$ cat src/rtl/dma_guard_pkg.sv
package dma_guard_pkg;
  localparam int unsigned DATA_W    = 32;
  localparam int unsigned CFG_W     = 14;
  localparam int unsigned EN_BIT    = 0;
  localparam int unsigned SEC_BIT   = 16;
  localparam int unsigned PRIV_BIT  = 17;
  localparam int unsigned CH_STRIDE = 4; // log2 of bytes per channel block

  typedef enum logic [1:0] {
    REG_CTRL  = 2'd0,
    REG_PADDR = 2'd1,
    REG_MADDR = 2'd2,
    REG_COUNT = 2'd3
  } reg_sel_e;
endpackage

$ cat src/rtl/dma_guard_decode.sv
module dma_guard_decode
  import dma_guard_pkg::*;
#(
  parameter int unsigned N_CH   = 8,
  parameter int unsigned ADDR_W = 8,
  localparam int unsigned CH_W  = (N_CH > 1) ? $clog2(N_CH) : 1
) (
  input  logic [ADDR_W-1:0] addr_i,
  output logic [CH_W-1:0]   ch_o,
  output reg_sel_e          sel_o,
  output logic              hit_o
);
  localparam int unsigned TOP_LSB = CH_W + CH_STRIDE;

  logic upper_zero;

  generate
    if (ADDR_W > TOP_LSB) begin : g_upper
      assign upper_zero = (addr_i[ADDR_W-1:TOP_LSB] == '0);
    end else begin : g_no_upper
      assign upper_zero = 1'b1;
    end
  endgenerate

  assign ch_o  = addr_i[TOP_LSB-1:CH_STRIDE];
  assign sel_o = reg_sel_e'(addr_i[3:2]);
  assign hit_o = upper_zero && (addr_i[1:0] == 2'b00) && (int'(ch_o) < int'(N_CH));
endmodule

$ cat src/rtl/dma_guard_check.sv
module dma_guard_check
  import dma_guard_pkg::*;
(
  input  logic     req_i,
  input  logic     we_i,
  input  logic     hit_i,
  input  reg_sel_e sel_i,
  input  logic     acc_priv_i,
  input  logic     acc_sec_i,
  input  logic     ch_priv_i,
  input  logic     ch_sec_i,
  input  logic     wr_priv_fld_i,
  input  logic     wr_sec_fld_i,
  output logic     blocked_o,
  output logic     legal_o,
  output logic     priv_ill_o,
  output logic     sec_ill_o
);
  logic acc, ctrl_wr, priv_blk, sec_blk;

  assign acc      = req_i && hit_i;
  assign ctrl_wr  = acc && we_i && (sel_i == REG_CTRL);
  assign priv_blk = acc && ch_priv_i && !acc_priv_i;
  assign sec_blk  = acc && ch_sec_i && !acc_sec_i;

  assign blocked_o  = priv_blk || sec_blk;
  assign legal_o    = acc && !blocked_o;
  // field-level violations on an otherwise legal control write
  assign priv_ill_o = priv_blk || (ctrl_wr && !acc_priv_i && wr_priv_fld_i);
  assign sec_ill_o  = sec_blk  || (ctrl_wr && !acc_sec_i && wr_sec_fld_i);
endmodule

$ cat src/rtl/dma_guard_chan.sv
module dma_guard_chan
  import dma_guard_pkg::*;
#(
  parameter int unsigned CNT_W = 16
) (
  input  logic              clk_i,
  input  logic              rst_ni,
  input  logic              wr_i,
  input  logic              blk_i,
  input  reg_sel_e          sel_i,
  input  logic [DATA_W-1:0] wdata_i,
  input  logic              acc_priv_i,
  input  logic              acc_sec_i,
  output logic [DATA_W-1:0] rd_o,
  output logic              priv_o,
  output logic              sec_o
);
  logic [CFG_W:0]      cfg_q;  // bit 0 enable, CFG_W config bits above
  logic                priv_q, sec_q;
  logic [DATA_W-1:0]   paddr_q, maddr_q;
  logic [CNT_W-1:0]    cnt_q;

  always_ff @(posedge clk_i or negedge rst_ni) begin
    if (!rst_ni) begin
      cfg_q   <= '0;
      priv_q  <= 1'b0;
      sec_q   <= 1'b0;
      paddr_q <= '0;
      maddr_q <= '0;
      cnt_q   <= '0;
    end else if (wr_i) begin
      unique case (sel_i)
        REG_CTRL: begin
          cfg_q <= wdata_i[CFG_W:0];
          if (acc_priv_i) priv_q <= wdata_i[PRIV_BIT];
          if (acc_sec_i)  sec_q  <= wdata_i[SEC_BIT];
        end
        REG_PADDR: paddr_q <= wdata_i;
        REG_MADDR: maddr_q <= wdata_i;
        REG_COUNT: cnt_q   <= wdata_i[CNT_W-1:0];
        default: ;
      endcase
    end
  end

  always_comb begin
    rd_o = '0;
    unique case (sel_i)
      REG_CTRL: begin
        rd_o[CFG_W:0]  = cfg_q;
        rd_o[SEC_BIT]  = sec_q;
        rd_o[PRIV_BIT] = priv_q;
      end
      REG_PADDR: rd_o = paddr_q;
      REG_MADDR: rd_o = maddr_q;
      REG_COUNT: rd_o[CNT_W-1:0] = cnt_q;
      default: ;
    endcase
  end

  assign priv_o = priv_q;
  assign sec_o  = sec_q;

  AST_PRIV_NEEDS_PRIV: assert property (@(posedge clk_i) disable iff (!rst_ni)
    (priv_q != $past(priv_q)) |-> $past(wr_i && acc_priv_i));
  AST_SEC_NEEDS_SEC: assert property (@(posedge clk_i) disable iff (!rst_ni)
    (sec_q != $past(sec_q)) |-> $past(wr_i && acc_sec_i));
  AST_BLOCKED_NO_WRITE: assert property (@(posedge clk_i) disable iff (!rst_ni)
    blk_i |=> ($stable(paddr_q) && $stable(maddr_q) && $stable(cnt_q) && $stable(cfg_q)));
endmodule

$ cat src/rtl/dma_priv_guard.sv
module dma_priv_guard
  import dma_guard_pkg::*;
#(
  parameter int unsigned N_CH   = 8,
  parameter int unsigned ADDR_W = 8,
  parameter int unsigned CNT_W  = 16
) (
  input  logic              clk_i,
  input  logic              rst_ni,
  input  logic              req_i,
  input  logic              we_i,
  input  logic [ADDR_W-1:0] addr_i,
  input  logic [31:0]       wdata_i,
  input  logic              acc_priv_i,
  input  logic              acc_sec_i,
  output logic [31:0]       rdata_o,
  output logic [N_CH-1:0]   chan_priv_o,
  output logic              illegal_o
);
  localparam int unsigned CH_W = (N_CH > 1) ? $clog2(N_CH) : 1;

  logic [CH_W-1:0]   ch_idx;
  reg_sel_e          sel;
  logic              hit, blocked, legal, priv_ill, sec_ill;
  logic [N_CH-1:0]   ch_priv, ch_sec;
  logic [DATA_W-1:0] ch_rd [N_CH];
  logic              sel_priv, sel_sec;
  logic [DATA_W-1:0] sel_rd;
  logic              ill_q;
  logic [DATA_W-1:0] rdata_q;

  dma_guard_decode #(.N_CH(N_CH), .ADDR_W(ADDR_W)) u_decode (
    .addr_i (addr_i),
    .ch_o   (ch_idx),
    .sel_o  (sel),
    .hit_o  (hit)
  );

  always_comb begin
    sel_priv = 1'b0;
    sel_sec  = 1'b0;
    sel_rd   = '0;
    if (hit) begin
      sel_priv = ch_priv[ch_idx];
      sel_sec  = ch_sec[ch_idx];
      sel_rd   = ch_rd[ch_idx];
    end
  end

  dma_guard_check u_check (
    .req_i         (req_i),
    .we_i          (we_i),
    .hit_i         (hit),
    .sel_i         (sel),
    .acc_priv_i    (acc_priv_i),
    .acc_sec_i     (acc_sec_i),
    .ch_priv_i     (sel_priv),
    .ch_sec_i      (sel_sec),
    .wr_priv_fld_i (wdata_i[PRIV_BIT]),
    .wr_sec_fld_i  (wdata_i[SEC_BIT]),
    .blocked_o     (blocked),
    .legal_o       (legal),
    .priv_ill_o    (priv_ill),
    .sec_ill_o     (sec_ill)
  );

  for (genvar x = 0; x < N_CH; x++) begin : g_chan
    logic this_ch;
    assign this_ch = hit && (int'(ch_idx) == x);

    dma_guard_chan #(.CNT_W(CNT_W)) u_chan (
      .clk_i      (clk_i),
      .rst_ni     (rst_ni),
      .wr_i       (legal && we_i && this_ch),
      .blk_i      (blocked && this_ch),
      .sel_i      (sel),
      .wdata_i    (wdata_i),
      .acc_priv_i (acc_priv_i),
      .acc_sec_i  (acc_sec_i),
      .rd_o       (ch_rd[x]),
      .priv_o     (ch_priv[x]),
      .sec_o      (ch_sec[x])
    );
  end

  always_ff @(posedge clk_i or negedge rst_ni) begin
    if (!rst_ni) begin
      ill_q   <= 1'b0;
      rdata_q <= '0;
    end else begin
      ill_q   <= priv_ill || sec_ill;
      rdata_q <= (legal && !we_i) ? sel_rd : '0;
    end
  end

  assign illegal_o   = ill_q;
  assign rdata_o     = rdata_q;
  assign chan_priv_o = ch_priv;

  AST_ILL_AFTER_REQ: assert property (@(posedge clk_i) disable iff (!rst_ni)
    illegal_o |-> $past(req_i));
  AST_BLOCKED_READ_ZERO: assert property (@(posedge clk_i) disable iff (!rst_ni)
    $past(blocked && !we_i) |-> (rdata_o == '0));
  AST_BLOCK_RAISES_ILL: assert property (@(posedge clk_i) disable iff (!rst_ni)
    $past(blocked) |-> illegal_o);
  AST_NO_READ_ON_WRITE: assert property (@(posedge clk_i) disable iff (!rst_ni)
    $past(!req_i || we_i) |-> (rdata_o == '0));
endmodule

$ cat config.mk
export PLATFORM = sky130hd
export DESIGN_NAME = dma_priv_guard
export DESIGN_NICKNAME = d
export VERILOG_FILES = /design/src/rtl/dma_guard_pkg.sv /design/src/rtl/dma_guard_decode.sv /design/src/rtl/dma_guard_check.sv /design/src/rtl/dma_guard_chan.sv /design/src/rtl/dma_priv_guard.sv
export SDC_FILE = /design/constraint.sdc
export NUM_CORES = 1
export LEC_CHECK = 0
export ABC_AREA = 1
export BUFFER_PORTS_ARGS = -buffer_cell sky130_fd_sc_hd__buf_2
export CORE_ASPECT_RATIO = 0.75
export CORE_MARGIN = 5
export CORE_UTILIZATION = 43
export CTS_CLUSTER_SIZE = 25
export DETAILED_ROUTE_END_ITERATION = 7
export GPL_ROUTABILITY_DRIVEN = 0
export SLEW_MARGIN = 30
export SYNTH_ARGS = -nofsm -noshare
export SYNTH_HDL_FRONTEND = slang
export SYNTH_SLANG_ARGS = --single-unit
$ cat constraint.sdc
create_clock -name clk_i -period 5.3 [get_ports clk_i]
set_input_delay 0 -clock clk_i [delete_from_list [all_inputs] [get_ports clk_i]]
set_output_delay 0 -clock clk_i [all_outputs]
set_load 0.01 [all_outputs]
==> impl_results.md, run 1 <==
* Slew Limit Fails at 0
* Unrepaired setup endpoints after global routing: no
* Avg Inst Size Synth at just under 8 um2
* Cells after Synth at about 5000
* Largest net degree at the start of global routing at ~160
* Via/cell ratio at slightly below 6
* Pwr dens at 312.6 nW/um2
* P&R area growth vs syn at 10.03%
* Setup Crit Path Kind: primary input to register
* IO Port Bufs at 86
* Worst EP arrival at roughly 4.3 ns
* EDFF count, synth at 0
* Synthesized flop and latch total at roughly 800
* CTS tree: yes
* Most frequent cells in the layout: 2144 x nand2_1, 855 x nand4_1, 809 x dfrtp_1
* Maximum fanout along the worst path at 94
* Synth top area share at 50.84%
* Top cells by area, synth: dfrtp_1 51%, nand2_1 20%, nand4_1 13%, clkbuf_1 3.0%, a21oi_1 1.9%
* Setup Buffers After CTS at 0
* Synth Flop Type: dfrtp_1
* IO Pins at 87
* Setup TNS at 0 ns
* Core area at 91650 um2
* Worst EP required at about 5.9 ns
* H-Tree Depth at 3
* Sw Pwr at around 3600 uW
* Die area at 98850 um2
* Fin. Hold Viols at 0
* Initial Util at a little over two fifths
* Cell Int Power at 10060 uW
* Syn nets at a little over 5000
* TritonRoute pass-1 iters at 8
* Slew headroom at 24.18%
* Area leader, netlist: dfrtp_1
* Gr usage total at a little over a quarter
* Rows at 96
* Final min period at about 3.7 ns
* Comb power frac at approximately 8.3%
* Critical hold path startpoint: wdata_i[7]
* Clock sink total at roughly 810
* Final period utilization at ~70%
* Clock Skews at 0.02714 ns
* DP Wirelength at approximately 76000 um
* Clk root buf: clkbuf_16
* Status: finished clean
* Global-route wire length before repair at ~210000 um
* Clock transition time at the flip-flop clock pins of the worst setup and hold paths at ~0.06 ns
* Vias at approximately 36000
* Clk_lat worst skew at 0.66 ns
* Post-route ant nets at 0
* Remaining global-route overflow at 0
* Die Wd at approximately 360 um
* Core Util, Final at roughly 48%
* MaxCap Viol Count at 0
* DRC at 0
* Worst Hold Class: primary input to register
* Initial antenna violation count at 5
* Reg power frac at ~47%
* Peak Freq at around 0.27 GHz
* Worst Max-Slew Pin Slew at roughly 1.1 ns
* Die height at ~270 um
* Maximum resistive drop on vdd at 0.2592 mV
* CP Capture Type: register
* 1st-iter DRT viols at roughly 4400
* Routed wire length at roughly 140000 um
* Switching part of the total at a little over a quarter
* Layout cells sized above 1 at around 8%
* Distinct cells, synth at 29
* Number of global-route vias before repair at approximately 33000
* Leakage power at about 0.022 uW
* Final setup vio count at 0
* Synth warnings at 0
* CTS Buf Count at 87
* Critical path origin: addr_i[7]
* Post-synth ARST share at 100.0%
* Worst r2r src: g_chan[7].u_chan.priv_o
* Clk pwr share at a little under half
* Final net count at about 4800
* Ant. Diodes at 0
* Critical Path Source Type: primary input
* Most common cell after layout, fill and taps aside: nand2_1
* Max Buffers Root-to-Sink at 3
* Sequential area share after synthesis at between 50 and 60%
* Wire per inst at between 20 and 25 um
* Synthesized cell area at about 40000 um2
==> cells in the mapped netlist, types with 3 or more instances <==
library cell	count
nor2_1	99
nor2_2	4
a21oi_1	149
buf_1	60
inv_2	3
o21ai_0	32
buf_6	4
a32oi_1	15
clkbuf_1	316
inv_1	33
nor3_1	35
nand2_1	2147
nand3_2	28
o22ai_1	30
a31oi_1	30
ha_1	6
nand3_1	101
nand4_1	855
dfrtp_1	809
buf_4	43
nor4_1	12
a22o_1	74
buf_2	127
==> power by group through the flow <==
stage          Sequential, uW  Clock, uW  Combinational (uW)
6_report                 6380       6180                1140
5_1_grt                  6390       6500                1230
3_3_place_gp             6490          0                1080
2_1_floorplan            6470          0                 598
3_5_place_dp             6490          0                1090
4_1_cts                  6380       6260                1110
==> layout make-up <==
cell class	instances	area, um2
clock buffer	132	2606
clock inverter	23	224.0
fill	8766	47840
inverter	36	137.6
multi-input combinational	3622	17250
sequential	809	20240
tap	1225	1533
timing repair buffer	214	1812
==> state kept, by name (all words and copies together), names as in the netlist <==
register               count
g_chan.u_chan.paddr_q    256
g_chan.u_chan.priv_o       8
illegal_o                  1
g_chan.u_chan.cfg_q      120
g_chan.u_chan.sec_o        8
rdata_o                   32
g_chan.u_chan.cnt_q      128
g_chan.u_chan.maddr_q    256
==> stage by stage <==
step / instances / power [uW] / worst slack (ns) / instance area [um2] / hold slack [ns]
after floorplan: 5018 / 7069 / 3.619 / 39820 / -0.2956
after global placement: 5865 / 7565 / 1.920 / 40420 / 0.1744
after detailed placement: 5866 / 7576 / 1.876 / 40520 / 0.1769
after CTS: 6057 / 13750 / 1.706 / 43710 / 0.005544
after global routing: 6061 / 14120 / 1.406 / 43810 / 0.04441
final: 6061 / 13690 / 1.589 / 43810 / 0.04745
==> repair_timing <==
| item | CTS | global route |
|---|---|---|
| resized for setup | 0 | 0 |
| hold endpoints to repair | 477 | 44 |
| hold buffers | 36 | 1 |
==> kinds of logic after synthesis <==
| family | count (synthesis) | share of synthesized area (%) |
|---|---|---|
| AOI/OAI and AO/OA | 330 | 5.176 |
| adders and majority gates | 6 | 0.1885 |
| buffers and inverters | 587 | 6.417 |
| DFF | 809 | 50.84 |
| and+or+nand+nor | 3286 | 37.38 |
==> worst max-delay path, cell delays in order <==
cell and delay, ns:
dlygate4sd3_1 0.53, buf_2 0.12, nor3_2 0.09, dlygate4sd3_1 0.56, buf_4 0.20, inv_1 0.05, buf_4 0.22, nor2_1 0.31
nand3_2 0.14, nor2_4 0.40, buf_12 0.33, buf_12 0.39, buf_4 0.54, nand4_1 0.17, nand2_1 0.12
==> path summary, 6_finish.rpt <==
kind | end | slack (ns) | cells past startpoint
min | g_chan[6].u_chan.cnt_q[7] | 0.05 | 3
max reg2reg | g_chan[5].u_chan.maddr_q[11] | 2.18 | 12
min in group asynchronous | g_chan[7].u_chan.maddr_q[2] | 0.39 | 3
max | g_chan[5].u_chan.maddr_q[11] | 1.59 | 15
min reg2reg | g_chan[1].u_chan.paddr_q[16] | 0.46 | 2
max in group asynchronous | g_chan[1].u_chan.maddr_q[16] | 3.24 | 6
==> metal layers <==
metal  up-vias  global-route usage, %  share of wire (%)
met5         -                      0              0.038
met4         8                  5.296                1.7
met3       166                  6.824                9.9
met2      1559                  38.61                 43
met1     17830                  40.78                 46
li1      16570                      -                  -
Power figures use the tool's default switching activity.
==> run 2: changes to the inputs <==
--- a/config.mk
+++ b/config.mk
@@ -5,7 +5,7 @@
 export SDC_FILE = /design/constraint.sdc
 export NUM_CORES = 1
 export LEC_CHECK = 0
-export ABC_AREA = 1
+export ABC_AREA = 0
 export BUFFER_PORTS_ARGS = -buffer_cell sky130_fd_sc_hd__buf_2
 export CORE_ASPECT_RATIO = 0.75
 export CORE_MARGIN = 5
==> constraint.sdc (replaced) <==
create_clock -name clk_i -period 3.75 [get_ports clk_i]
set_input_delay 0 -clock clk_i [delete_from_list [all_inputs] [get_ports clk_i]]
set_output_delay 0 -clock clk_i [all_outputs]
set_load 0.01 [all_outputs]
==> run 2 against run 1 <==
Hold slack worse by 0.0069 ns; critical path depth decreased by 8; area after synthesis is 6.1% lower; wire length decreased by 22%; via count shrank 33%; setup slack got worse by 0.94 ns; register-to-register slack got worse by 1.5 ns; core utilization rose by 0.96 points; synthesized cell count fell by 45%; clock skew is 0.0040 ns higher; final cell count is 34% lower; global-route usage decreased by 4.1 points; largest cell class unchanged; highest routed layer unchanged.
==> impl_results.md, run 2 <==
* Reg power frac at 48.4% (+1.8 points)
* Final period utilization at 82.69%
* Via/cell ratio at 6.071 (+1.8%)
* Maximum fanout along the worst path at 23 (-76%)
* Clk pwr share at 45.0% (about the same)
* Area leader, netlist: dfrtp_1
* Slew Limit Fails at 0 (unchanged)
* CTS Buf Count at 85 (-2.3%)
* Clock Skews at 0.03115 ns (+0.004017 ns)
* TritonRoute pass-1 iters at 5 (-3)
* Post-synth ARST share at 100.0% (unchanged)
* Hold_buf cts at 31 (-14%)
* Final net count at 2848 (-41%)
* Post-Synth Simple-Gate Area at 6.594% (-31 points)
* Main combinational cell family by area after synthesis: multiplexers
* Status: finished clean
* Unrepaired setup endpoints after global routing: no
* Final setup vio count at 0 (unchanged)
* Adder-cell share of the synthesized area at 0.2007% (+0.012 points)
* Cell Int Power at 14130 uW (+40%)
* Worst EP arrival at 3.62 ns (-0.67 ns)
* CP Capture Type: register
* Synth top area share at 54.13% (+3.3 points)
* Pwr dens at 443.3 nW/um2 (+42%)
* MaxCap Viol Count at 0 (unchanged)
* Top-count cell post-synth: dfrtp_1
* Synth Flop Type: dfrtp_1
* Sw Pwr at 4487 uW (+24%)
* Layout cells sized above 1 at 40.46% (+33 points)
* CTS tree: yes
* Most frequent cells in the layout: 809 x dfrtp_1, 632 x mux2_2, 199 x nand2_1
* Worst EP required at 4.27 ns (-1.61 ns)
* Cells after Synth at 2769 (-45%)
* Syn nets at 2821 (-44%)
* 1st-iter DRT viols at 2075 (-53%)
* Clk root buf: clkbuf_16
* Distinct cells, synth at 47 (+62%)
* Post-route ant nets at 0 (unchanged)
* Commonest cells in the netlist: 809 x dfrtp_1, 632 x mux2_2, 199 x nand2_1
* Switching part of the total at 24.10% (-2.4 points)
* DP Wirelength at 63800 um (-16%)
* Largest net degree at the start of global routing at 107 (-35%)
* IO Port Bufs at 86 (unchanged)
* Initial antenna violation count at 6 (+1)
* Setup Crit Path Kind: register to register
* Gr usage total at 22.69% (-4.1 points)
* Vias at 24310 (-33%)
* Synthesized flop and latch total at 809 (unchanged)
* Post-route cell area at 41990 um2 (-4.1%)
* Clk_lat worst skew at 0.65 ns (about the same)
* Global-route wire length before repair at 161900 um (-23%)
* Max Buffers Root-to-Sink at 3 (unchanged)
* Fin. Hold Viols at 0 (unchanged)
* Peak Freq at about 0.32 GHz
* Slew headroom at 38.54% (+14 points)
* Top cells by area, synth: dfrtp_1 54%, mux2_2 19%, mux2_4 4.8%, a22oi_1 3.7%, mux4_2 2.0%
* Leakage power at 0.02004 uW (-8.9%)
* Dpl cell area at 38870 um2 (-4.1%)
* Rows at 93 (-3.1%)
* Clock transition time at the flip-flop clock pins of the worst setup and hold paths at 0.06 ns (about the same)
* Post-synthesis compound-gate area fraction at 7.494% (+2.3 points)
* Synth Area in XOR/XNOR at 0% (unchanged)
* H-Tree Depth at 3 (unchanged)
* Clock sink total at 809 (unchanged)
* Post-synthesis mux area share at 27.54% (+28 points)
* FILL cells at 7398 (-16%)
* Routed wire length at 105700 um (-22%)
* Initial Util at 43.43% (about the same)
* Remaining global-route overflow at 0 (unchanged)
* Number of global-route vias before repair at 25420 (-24%)
* Sequential area share after synthesis at 54.13% (+3.3 points)
* Synth warnings at 0 (unchanged)
* Maximum resistive drop on vdd at 0.3339 mV (+29%)
* Setup Buffers After CTS at 0 (unchanged)
* P&R area growth vs syn at 12.28%
* Wire per inst at 26.40 um (+18%)
* Synthesized cell area at 37400 um2 (-6.1%)
* Die area at 93030 um2 (-5.9%)
* Comb power frac at 6.6% (-1.7 points)
* Setup TNS at 0 ns (unchanged)
* Largest regs: g_chan.u_chan.maddr_q: 256 flops, g_chan.u_chan.paddr_q: 256 flops, g_chan.u_chan.cnt_q: 128 flops
* Core area at 86110 um2 (-6.0%)
* Final min period at 3.101 ns
* IO Pins at 87 (unchanged)
* Worst Max-Slew Pin Slew at 0.9196 ns (-0.2073 ns)
* Worst Hold Class: primary input to register
* DRC at 0 (unchanged)
* Die height at 265.4 um (-3.0%)
* # resized after CTS at 0 (unchanged)
* Most common cell after layout, fill and taps aside: dfrtp_1
* Die Wd at 350.5 um (-3.0%)
* Critical Path Source Type: register
* EDFF count, synth at 0 (unchanged)
* Tot Pwr at 18620 uW (+36%)
* Avg Inst Size Synth at 13.51 um2 (+70%)
==> run 2: cell count changes in the layout (fill, tap and decap cells not counted), sizes merged, moves of 20 or more <==
| cell | delta |
|---|---|
| nand2 | -1949 |
| nand4 | -832 |
| mux2 | +781 |
| a22oi | +186 |
| a21oi | -129 |
| nor2 | -101 |
| a22o | -47 |
| mux4 | +34 |
| inv | -30 |
| a221oi | +29 |
| mux2i | +29 |
| a31oi | -28 |
| and3 | +20 |
==> run 2: area by class of cell <==
cell class / count / area [um2] / share of cell area (%)
diodes: 2 / 5.005 / 0.01192
clock buffers: 131 / 2591 / 6.171
clock inverters: 22 / 172.7 / 0.4112
inverters: 6 / 22.52 / 0.05363
multi-input cells: 1669 / 15710 / 37.42
flip-flops and latches: 809 / 20240 / 48.21
well taps: 1140 / 1426 / 3.397
repair buffers: 225 / 1818 / 4.329
==> run 2: power by group through the flow <==
stage,clock network (uW),registers (uW),logic (uW)
3_3_place_gp,0,9150,1170
5_1_grt,8890,9020,1330
3_5_place_dp,0,9160,1200
2_1_floorplan,0,9140,642
4_1_cts,8530,9010,1230
6_report,8370,9010,1240
==> run 2: cells by family (layout without fill, tap and decap cells) <==
kind of cell,after synthesis,after routing
mux,844,844
fa+ha+maj,6,6
buf+inv,291,384
compound gates,376,376
flops,809,809
simple gates,443,443
other cells,0,2
==> run 2: worst paths after layout <==
check                                             startpoint                           end  slack, ns  cells after the start
worst max register to register        g_chan[6].u_chan.sec_o  g_chan[0].u_chan.paddr_q[11]       0.65                      7
worst min-delay path                             wdata_i[10]    g_chan[0].u_chan.cfg_q[10]       0.04                      2
min in group asynchronous                             rst_ni     g_chan[1].u_chan.cfg_q[7]       0.42                      3
worst max-delay path                  g_chan[6].u_chan.sec_o  g_chan[0].u_chan.paddr_q[11]       0.65                      7
worst min register to register  g_chan[3].u_chan.maddr_q[25]  g_chan[3].u_chan.maddr_q[25]       0.48                      1
max in group asynchronous                             rst_ni   g_chan[6].u_chan.paddr_q[9]       2.10                      5
==> run 2: through the flow <==
step	cells	utilization (%)	worst slack (ns)	hold slack, ns
finish	4004	48.77	0.6491	0.04053
global route	4003	48.76	0.5680	0.03891
CTS	4000	48.71	0.6798	0.001019
detailed placement	3816	45.14	0.7270	0.1777
global placement	3816	45.14	0.6890	0.1530
floorplan	2769	-	1.191	-0.2956
==> run 2: per-layer routing <==
metal  GRT usage [%]  routed length (um)  up-vias
li1                -                   -    10270
met1           32.87               47960    13030
met2           33.95               46680      816
met3           5.527                7836      190
met4           6.986                3199        4
met5               0                  23        -
==> run 2: worst max-delay path: stages, from the launching register on <==
cell	delay (ns)
dfrtp_1	0.41
mux4_2	0.50
o22a_1	0.24
a21o_2	0.39
buf_4	0.30
nor4_4	0.27
buf_4	0.44
mux2_2	0.39
